==> config.mk <==
export PLATFORM = sky130hd
export DESIGN_NAME = flash_erase_seq
export DESIGN_NICKNAME = d
export VERILOG_FILES = /design/src/rtl/fes_pkg.sv /design/src/rtl/fes_step_rom.sv /design/src/rtl/fes_cycle_cnt.sv /design/src/rtl/flash_erase_seq.sv
export SDC_FILE = /design/constraint.sdc
export NUM_CORES = 1
export LEC_CHECK = 0
export ABC_AREA = 0
export ABC_CLOCK_PERIOD_IN_PS = 9000
export CORE_MARGIN = 2
export CORE_UTILIZATION = 41
export CTS_CLUSTER_SIZE = 10
export DETAILED_ROUTE_END_ITERATION = 8
export GPL_TIMING_DRIVEN = 0
export PLACE_DENSITY = 0.75
export SETUP_SLACK_MARGIN = 0.1
export SYNTH_ARGS = -nofsm -noshare
export SYNTH_HDL_FRONTEND = slang
export SYNTH_HIERARCHICAL = 1
export SYNTH_SLANG_ARGS = --single-unit
==> constraint.sdc <==
create_clock -name clk -period 9 [get_ports clk]
set_clock_uncertainty 0.05 [all_clocks]
set_input_delay 1.8 -clock clk [delete_from_list [all_inputs] [get_ports clk]]
set_output_delay 1.8 -clock clk [all_outputs]
set_load 0.005 [all_outputs]
==> src/rtl/fes_pkg.sv <==
package fes_pkg;

  typedef enum logic [2:0] {
    ST_WAR    = 3'd0,
    ST_WDR    = 3'd1,
    ST_RDR    = 3'd2,
    ST_PIN    = 3'd3,
    ST_POUT   = 3'd4,
    ST_WAIT   = 3'd5,
    ST_FIN_EN = 3'd6,
    ST_FIN_ER = 3'd7
  } step_e;

  localparam int unsigned PC_W = 5;
  localparam logic [PC_W-1:0] PC_ENABLE = 5'd0;
  localparam logic [PC_W-1:0] PC_ERASE  = 5'd5;

  localparam logic [1:0] OP_WADDR = 2'd0;
  localparam logic [1:0] OP_WDATA = 2'd1;
  localparam logic [1:0] OP_RDATA = 2'd2;

  localparam logic [1:0] RES_OK    = 2'd0;
  localparam logic [1:0] RES_BUSY  = 2'd1;
  localparam logic [1:0] RES_TMO   = 2'd2;
  localparam logic [1:0] RES_NOEN  = 2'd3;

  localparam logic [7:0] KEY_FIRST  = 8'h02;
  localparam logic [7:0] KEY_SECOND = 8'h01;
  localparam logic [7:0] ARM_0      = 8'hDE;
  localparam logic [7:0] ARM_1      = 8'hAD;
  localparam logic [7:0] ARM_2      = 8'hA5;

endpackage

==> src/rtl/fes_step_rom.sv <==
module fes_step_rom
  import fes_pkg::*;
#(
  parameter logic [7:0] CTRL_IDX  = 8'h02,
  parameter logic [7:0] DATA_IDX  = 8'hB4,
  parameter logic [7:0] CMD_ERASE = 8'h03
) (
  input  logic [PC_W-1:0] pc,
  output step_e           kind,
  output logic [7:0]      arg
);

  always_comb begin
    kind = ST_FIN_ER;
    arg  = 8'h00;
    unique case (pc)
      5'd0:  begin kind = ST_WAR;    arg = CTRL_IDX;   end
      5'd1:  begin kind = ST_WDR;    arg = KEY_FIRST;  end
      5'd2:  begin kind = ST_WDR;    arg = KEY_SECOND; end
      5'd3:  begin kind = ST_WAIT;                     end
      5'd4:  begin kind = ST_FIN_EN;                   end
      5'd5:  begin kind = ST_WAR;    arg = DATA_IDX;   end
      5'd6:  begin kind = ST_WDR;    arg = CMD_ERASE;  end
      5'd7:  begin kind = ST_PIN;                      end
      5'd8:  begin kind = ST_POUT;                     end
      5'd9:  begin kind = ST_RDR;                      end
      5'd10: begin kind = ST_WDR;    arg = ARM_0;      end
      5'd11: begin kind = ST_PIN;                      end
      5'd12: begin kind = ST_WDR;    arg = ARM_1;      end
      5'd13: begin kind = ST_PIN;                      end
      5'd14: begin kind = ST_WDR;    arg = ARM_2;      end
      5'd15: begin kind = ST_PIN;                      end
      5'd16: begin kind = ST_POUT;                     end
      default: begin kind = ST_FIN_ER;                 end
    endcase
  end

endmodule

==> src/rtl/fes_cycle_cnt.sv <==
module fes_cycle_cnt #(
  parameter int unsigned W = 8
) (
  input  logic         clk,
  input  logic         rst_n,
  input  logic         clr,
  input  logic         en,
  output logic [W-1:0] cnt
);

  logic [W-1:0] cnt_d;

  always_comb begin
    cnt_d = cnt;
    if (clr)     cnt_d = '0;
    else if (en) cnt_d = cnt + 1'b1;
  end

  always_ff @(posedge clk or negedge rst_n) begin
    if (!rst_n)          cnt <= '0;
    else if (clr || en)  cnt <= cnt_d;
  end

endmodule

==> src/rtl/flash_erase_seq.sv <==
module flash_erase_seq
  import fes_pkg::*;
#(
  parameter int unsigned SETTLE_CYCLES = 2_500_000,
  parameter int unsigned POLL_LIMIT    = 1024,
  parameter logic [7:0]  CTRL_IDX      = 8'h02,
  parameter logic [7:0]  DATA_IDX      = 8'hB4,
  parameter logic [7:0]  CMD_ERASE     = 8'h03,
  parameter logic [7:0]  STAT_OK       = 8'h0D
) (
  input  logic       clk,
  input  logic       rst_n,
  input  logic       access_ok,
  input  logic       en_req,
  input  logic       en_val,
  input  logic       erase_req,
  output logic       busy,
  output logic       done,
  output logic [1:0] err_code,
  output logic       flash_en,
  output logic       port_req,
  output logic [1:0] port_op,
  output logic [7:0] port_wdata,
  input  logic       port_ack,
  input  logic [7:0] port_rdata,
  input  logic       tgt_in_busy,
  input  logic       tgt_out_ready
);

  localparam int unsigned CNT_MAX = (SETTLE_CYCLES > POLL_LIMIT) ? SETTLE_CYCLES : POLL_LIMIT;
  localparam int unsigned CNT_W   = $clog2(CNT_MAX + 1);
  localparam logic [CNT_W-1:0] SETTLE_LAST = CNT_W'(SETTLE_CYCLES - 1);
  localparam logic [CNT_W-1:0] POLL_LAST   = CNT_W'(POLL_LIMIT - 1);

  logic            busy_q, busy_d;
  logic            done_q, done_d;
  logic [1:0]      err_q, err_d;
  logic            fen_q, fen_d;
  logic [PC_W-1:0] pc_q, pc_d;
  logic            adv;
  logic            state_ce;
  logic            cnt_en;
  logic [CNT_W-1:0] cnt;
  step_e           kind;
  logic [7:0]      arg;

  fes_step_rom #(
    .CTRL_IDX  (CTRL_IDX),
    .DATA_IDX  (DATA_IDX),
    .CMD_ERASE (CMD_ERASE)
  ) rom_i (
    .pc   (pc_q),
    .kind (kind),
    .arg  (arg)
  );

  assign cnt_en = busy_q && (kind == ST_PIN || kind == ST_POUT || kind == ST_WAIT);

  fes_cycle_cnt #(.W(CNT_W)) cnt_i (
    .clk   (clk),
    .rst_n (rst_n),
    .clr   (adv || !busy_q),
    .en    (cnt_en),
    .cnt   (cnt)
  );

  always_comb begin
    busy_d = busy_q;
    pc_d   = pc_q;
    fen_d  = fen_q;
    err_d  = err_q;
    done_d = 1'b0;
    adv    = 1'b0;
    if (!busy_q) begin
      if (en_req) begin
        done_d = !(en_val && access_ok);
        if (en_val && access_ok) begin
          busy_d = 1'b1;
          pc_d   = PC_ENABLE;
        end else if (en_val) begin
          err_d  = RES_BUSY;
        end else begin
          fen_d  = 1'b0;
          err_d  = RES_OK;
        end
      end else if (erase_req) begin
        if (fen_q) begin
          busy_d = 1'b1;
          pc_d   = PC_ERASE;
        end else begin
          done_d = 1'b1;
          err_d  = RES_NOEN;
        end
      end
    end else begin
      unique case (kind)
        ST_WAR, ST_WDR: adv = port_ack;
        ST_RDR: begin
          if (port_ack) begin
            if (port_rdata == STAT_OK) begin
              adv = 1'b1;
            end else begin
              busy_d = 1'b0;
              done_d = 1'b1;
              err_d  = RES_BUSY;
            end
          end
        end
        ST_PIN, ST_POUT: begin
          if ((kind == ST_PIN) ? !tgt_in_busy : tgt_out_ready) begin
            adv = 1'b1;
          end else if (cnt == POLL_LAST) begin
            busy_d = 1'b0;
            done_d = 1'b1;
            err_d  = RES_TMO;
          end
        end
        ST_WAIT: adv = (cnt == SETTLE_LAST);
        ST_FIN_EN: begin
          busy_d = 1'b0;
          done_d = 1'b1;
          err_d  = RES_OK;
          fen_d  = 1'b1;
        end
        default: begin
          busy_d = 1'b0;
          done_d = 1'b1;
          err_d  = RES_OK;
        end
      endcase
      if (adv) pc_d = pc_q + 1'b1;
    end
  end

  assign state_ce = busy_q || en_req || erase_req;

  always_ff @(posedge clk or negedge rst_n) begin
    if (!rst_n) begin
      busy_q <= 1'b0;
      pc_q   <= '0;
      fen_q  <= 1'b0;
      err_q  <= RES_OK;
    end else if (state_ce) begin
      busy_q <= busy_d;
      pc_q   <= pc_d;
      fen_q  <= fen_d;
      err_q  <= err_d;
    end
  end

  always_ff @(posedge clk or negedge rst_n) begin
    if (!rst_n) done_q <= 1'b0;
    else        done_q <= done_d;
  end

  assign busy       = busy_q;
  assign done       = done_q;
  assign err_code   = err_q;
  assign flash_en   = fen_q;
  assign port_req   = busy_q && (kind == ST_WAR || kind == ST_WDR || kind == ST_RDR);
  assign port_op    = (kind == ST_WAR) ? OP_WADDR : (kind == ST_WDR) ? OP_WDATA : OP_RDATA;
  assign port_wdata = (kind == ST_WAR || kind == ST_WDR) ? arg : 8'h00;

endmodule

==> results by stage <==
Logic synthesis:
- The post-synth net total is 278.
- The number of different library cells in the post-synthesis netlist is 59.
- In this run, synthesis inferred 0 flip-flops with an integrated enable.
- The number of synthesized register bits is 32.
- The most used flip-flop cell after synthesis is dfrtp_1.
- Of all flip-flops after synthesis, the portion carrying an async set or reset was 100%.
- A synthesized cell averages around 8.7 um^2.
- The sequential cell area fraction in the yosys report is 35.6%.
- The post-synthesis instance total is 259.
- The yosys synthesis warning count is 6.
- The post-synthesis cell type with the largest combined area is dfrtp_1.
- The top cell type's share of synthesized area is 35.6%.
- Sorting the synthesized cells by area gives the leading types as dfrtp_1 36%, a21oi_1 4.4%, nor2_1 4.0%.
- After synthesis the cells add up to approximately 2300 um^2.

Route:
- The total detailed-routing wirelength is about 5 mm.
- Detailed routing inserted a total of 2077 vias.
- The number of search-and-repair iterations in the first detailed-routing pass is 4.
- For this run, design rule violations remaining after detail routing come to 0.
- After detailed routing, the average wire length per cell comes to approximately 14 um.
- Dividing the detail-routed via count by the number of cells gives 5.63.
- In this run, the number of DRC markers left after iteration 0 of detailed routing was 94.
- The count of nets left with antenna violations once routing finished came out at 0.

Final layout:
- The area of the multi-input gates is around 1300 um^2.
- Once layout is done, the placed cells without fillers occupy 2760 um^2.
- The layout-stage area growth over the synthesis result is 22.7%.
- The filler cell count in the final layout is 479.
- The number of antenna diodes in the final layout is 0.
- In the layout the commonest cells are 32 x dfrtp_1, 31 x clkdlybuf4s50_1, 24 x nor2_1.
- After the last flow step, the layout net total stands at between 300 and 400.
- The post-route netlist has a little under 9% of its cells at a drive strength greater than 1.
- In the final layout, flip-flops and latches occupy 801 um^2.
- After the flow finishes, the layout carries non-filler instances totaling 369.
- Leaving out fill and tap cells, the most frequent cell in the layout is dfrtp_1.
- Measured on the finished design, the core utilization comes to 53.1%.

Timing:
- The number of failing hold endpoints at the final stage is 0.
- In the final timing run, aggregate negative setup slack is 0 ps.
- The minimum period implied by the final worst setup slack is around 4600 ps.
- The worst-case headroom to the max-slew limit is 52.4%.
- For the pin with the worst max-slew slack, the measured transition is 714 ps.
- The setup violation total in the final timing report is 0.
- The final max-slew violation count is 0.
- The part of the cycle the worst path needs is 51.4%.
- For this run, the top clock speed supported by timing is 216 MHz.
- Setup repair after global routing left no endpoint under its margin.

Global route:
- Entering global routing, the biggest net connects 33 pins.
- The via count of the first global-routing pass is 1957.
- Global routing used between 10% and 20% of the available tracks across all layers.
- The first global-routing pass estimated between 8 and 9 mm of wire.
- Global routing finished with a remaining overflow of 0.
- The number of antenna violations at the first check in global routing is 0.

Critical path:
- The critical path data arrival time is about 2800 ps.
- STA classifies the critical path endpoint as an output port.
- The setup path with the least slack is of type reg -> out.
- The required arrival time at the worst endpoint is 7150 ps.
- For this design, the slowest cell found on the critical path is clkdlybuf4s50_1.
- The most numerous cell on the critical path is nor2_1.
- On the critical path the largest part of the delay comes from buffers and inverters.
- In this run the worst path has a maximum fanout of 10.
- Walking the worst path, the cells encountered are buf_6, xor2_2, a221o_1, clkbuf_1, nor2_1, inv_1, nor2_1, clkdlybuf4s50_1.
- The largest single stage delay on the critical path is approximately 500 ps.
- The critical path buffer and inverter count is 4.
- STA classifies the critical path startpoint as a flip-flop.

Clocking:
- The tree built by TritonCTS fans out to 32 sinks.
- The number of buffers added for setup after CTS is 0.
- Buffers inserted during clock tree synthesis total 5.
- Gates resized during post-CTS repair numbered 0.
- TritonCTS built the clock tree.
- The clock reaches the later pin of the worst-skew pair after approximately 280 ps.
- The cell at the root of the clock tree is clkbuf_8.
- In this run the deepest clock path goes through 2 buffers.
- The register clock-pin slew on the reported worst setup and hold paths is ~70 ps.
- The number of buffers inserted for hold repair after clock tree synthesis is 0.
- The H-tree generated during clock tree synthesis spans 2 levels.

Floorplanning:
- From left edge to right edge, the die measures 78.1 um.
- The floorplan step set the die height to about 78 um.
- Once the floorplan was initialized, standard cells occupied 43.3% of the core.
- The number of rows created at floorplan is 26.
- In this run the count of I/O pins placed on the die edge is 33.
- The die covers 6100 um^2.
- The floorplan step defined a core boundary enclosing 5200 um^2.

Placed design:
- Including well taps, the total number of placed cells is 361.
- The post-detailed-placement cell area is 2660 um^2.
- The congestion estimate from routability-driven global placement came to 0.839.
- Input and output buffers added on the ports amount to 32.
- After legalization and detailed placement, the total HPWL measured roughly 3.6 mm.

Min path:
- The type of the worst min-delay path is reg -> reg.

Pwr:
- The design draws about 750 uW.
- The analysis attributes to cell leakage a power of 1.06 nW.
- The total power density per cell area is 273 nW/um^2.
- The worst-case IR drop observed on VDD is 0.123 mV.

Job:
- The max-cap check violation count is 0.

Run status:
- The flow ran to the end, and the final reports show no timing, DRC or antenna violations.
state kept, by name, indices dropped and copies added, names as in the netlist:
signal,flops
done,1
cnt_i/cnt,22
err_code,2
pc_q,5
busy,1
flash_en,1
path summary, 6_finish.rpt:
check	end	slack (ps)	depth (start not counted)	from
setup / recovery	port_op[0]	4370	8	pc_q[2]
hold / removal	err_code[0]	490	2	err_code[0]
setup reg to reg	cnt_i/cnt[21]	4980	14	pc_q[2]
hold reg to reg	err_code[0]	490	2	err_code[0]
max in group asynchronous	pc_q[4]	6920	1	rst_n
min in group asynchronous	cnt_i/cnt[1]	1520	1	rst_n
per-stage QoR:
stage	setup WS [ps]	hold slack, ps
after floorplan	4860	445
after global placement	4190	454
after detailed placement	4140	487
after CTS	4350	498
after global routing	4020	546
final	4370	492
power by group:
| group | internal [mW] | leakage [nW] | switching, mW |
|---|---|---|---|
| Combinational | 0.211 | 0.577 | 0.223 |
| Clock | 0.0821 | 0.0552 | 0.0525 |
| Sequential | 0.165 | 0.432 | 0.0214 |
| Total | 0.458 | 1.06 | 0.297 |
metal layers:
layer  wire length, um  track usage, %  up-vias
li1                  -               -     1030
met1              2350            22.0      987
met2              2430            29.7       54
met3               217            3.91        6
met4                30            5.79        0
met5                 0               0        -
synthesized netlist by cell type (2+ instances only):
master	instances
dfrtp_1	32
nor2_1	24
a21oi_1	20
nand2_1	15
nand3_1	11
and2_1	10
o21ai_0	9
clkbuf_1	8
inv_1	8
nor3_1	8
nand4_1	7
nor4_1	7
xor2_1	7
nand2b_1	6
or3_1	6
and3_1	5
nor2b_1	5
xnor2_1	5
and4_1	4
buf_4	4
or4_1	4
a211o_1	3
buf_2	3
mux2i_1	3
nor4b_1	3
nor4bb_1	3
o31ai_1	3
a31oi_1	2
ha_1	2
nor3b_1	2
o211ai_1	2
worst reg2reg max path: stages, from the launching register on:
cell	delay (ps)
dfrtp_1	450
buf_6	180
xor2_2	190
a221o_1	340
clkbuf_1	210
nor2_1	410
a2111oi_0	220
o211a_4	210
inv_2	70
buf_4	160
o2111ai_4	200
or3_1	400
buf_2	170
nor3_1	280
mux2_1	350
cells by family (layout without fill, tap and decap cells):
logic type	count (synthesis)	after routing	share of synthesized area [%]
DFF	32	32	35.6
and+or+nand+nor	127	127	32.6
buffers and inverters	25	65	5.33
AOI/OAI and AO/OA	56	56	18.2
adders and majority gates	2	2	1.11
muxes	4	4	1.83
xor gates and xnor gates	13	13	5.39
area by class of cell:
| class | count | share of cell area [%] |
|---|---|---|
| inverter | 9 | 1.22 |
| buffer | 16 | 3.12 |
| sequential | 32 | 29.0 |
| tap | 70 | 3.17 |
| clock buffer | 6 | 2.63 |
| clock inverter | 2 | 1.27 |
| timing repair buffer | 32 | 11.4 |
| multi-input combinational | 202 | 48.2 |
Power figures use the tool's default switching activity.
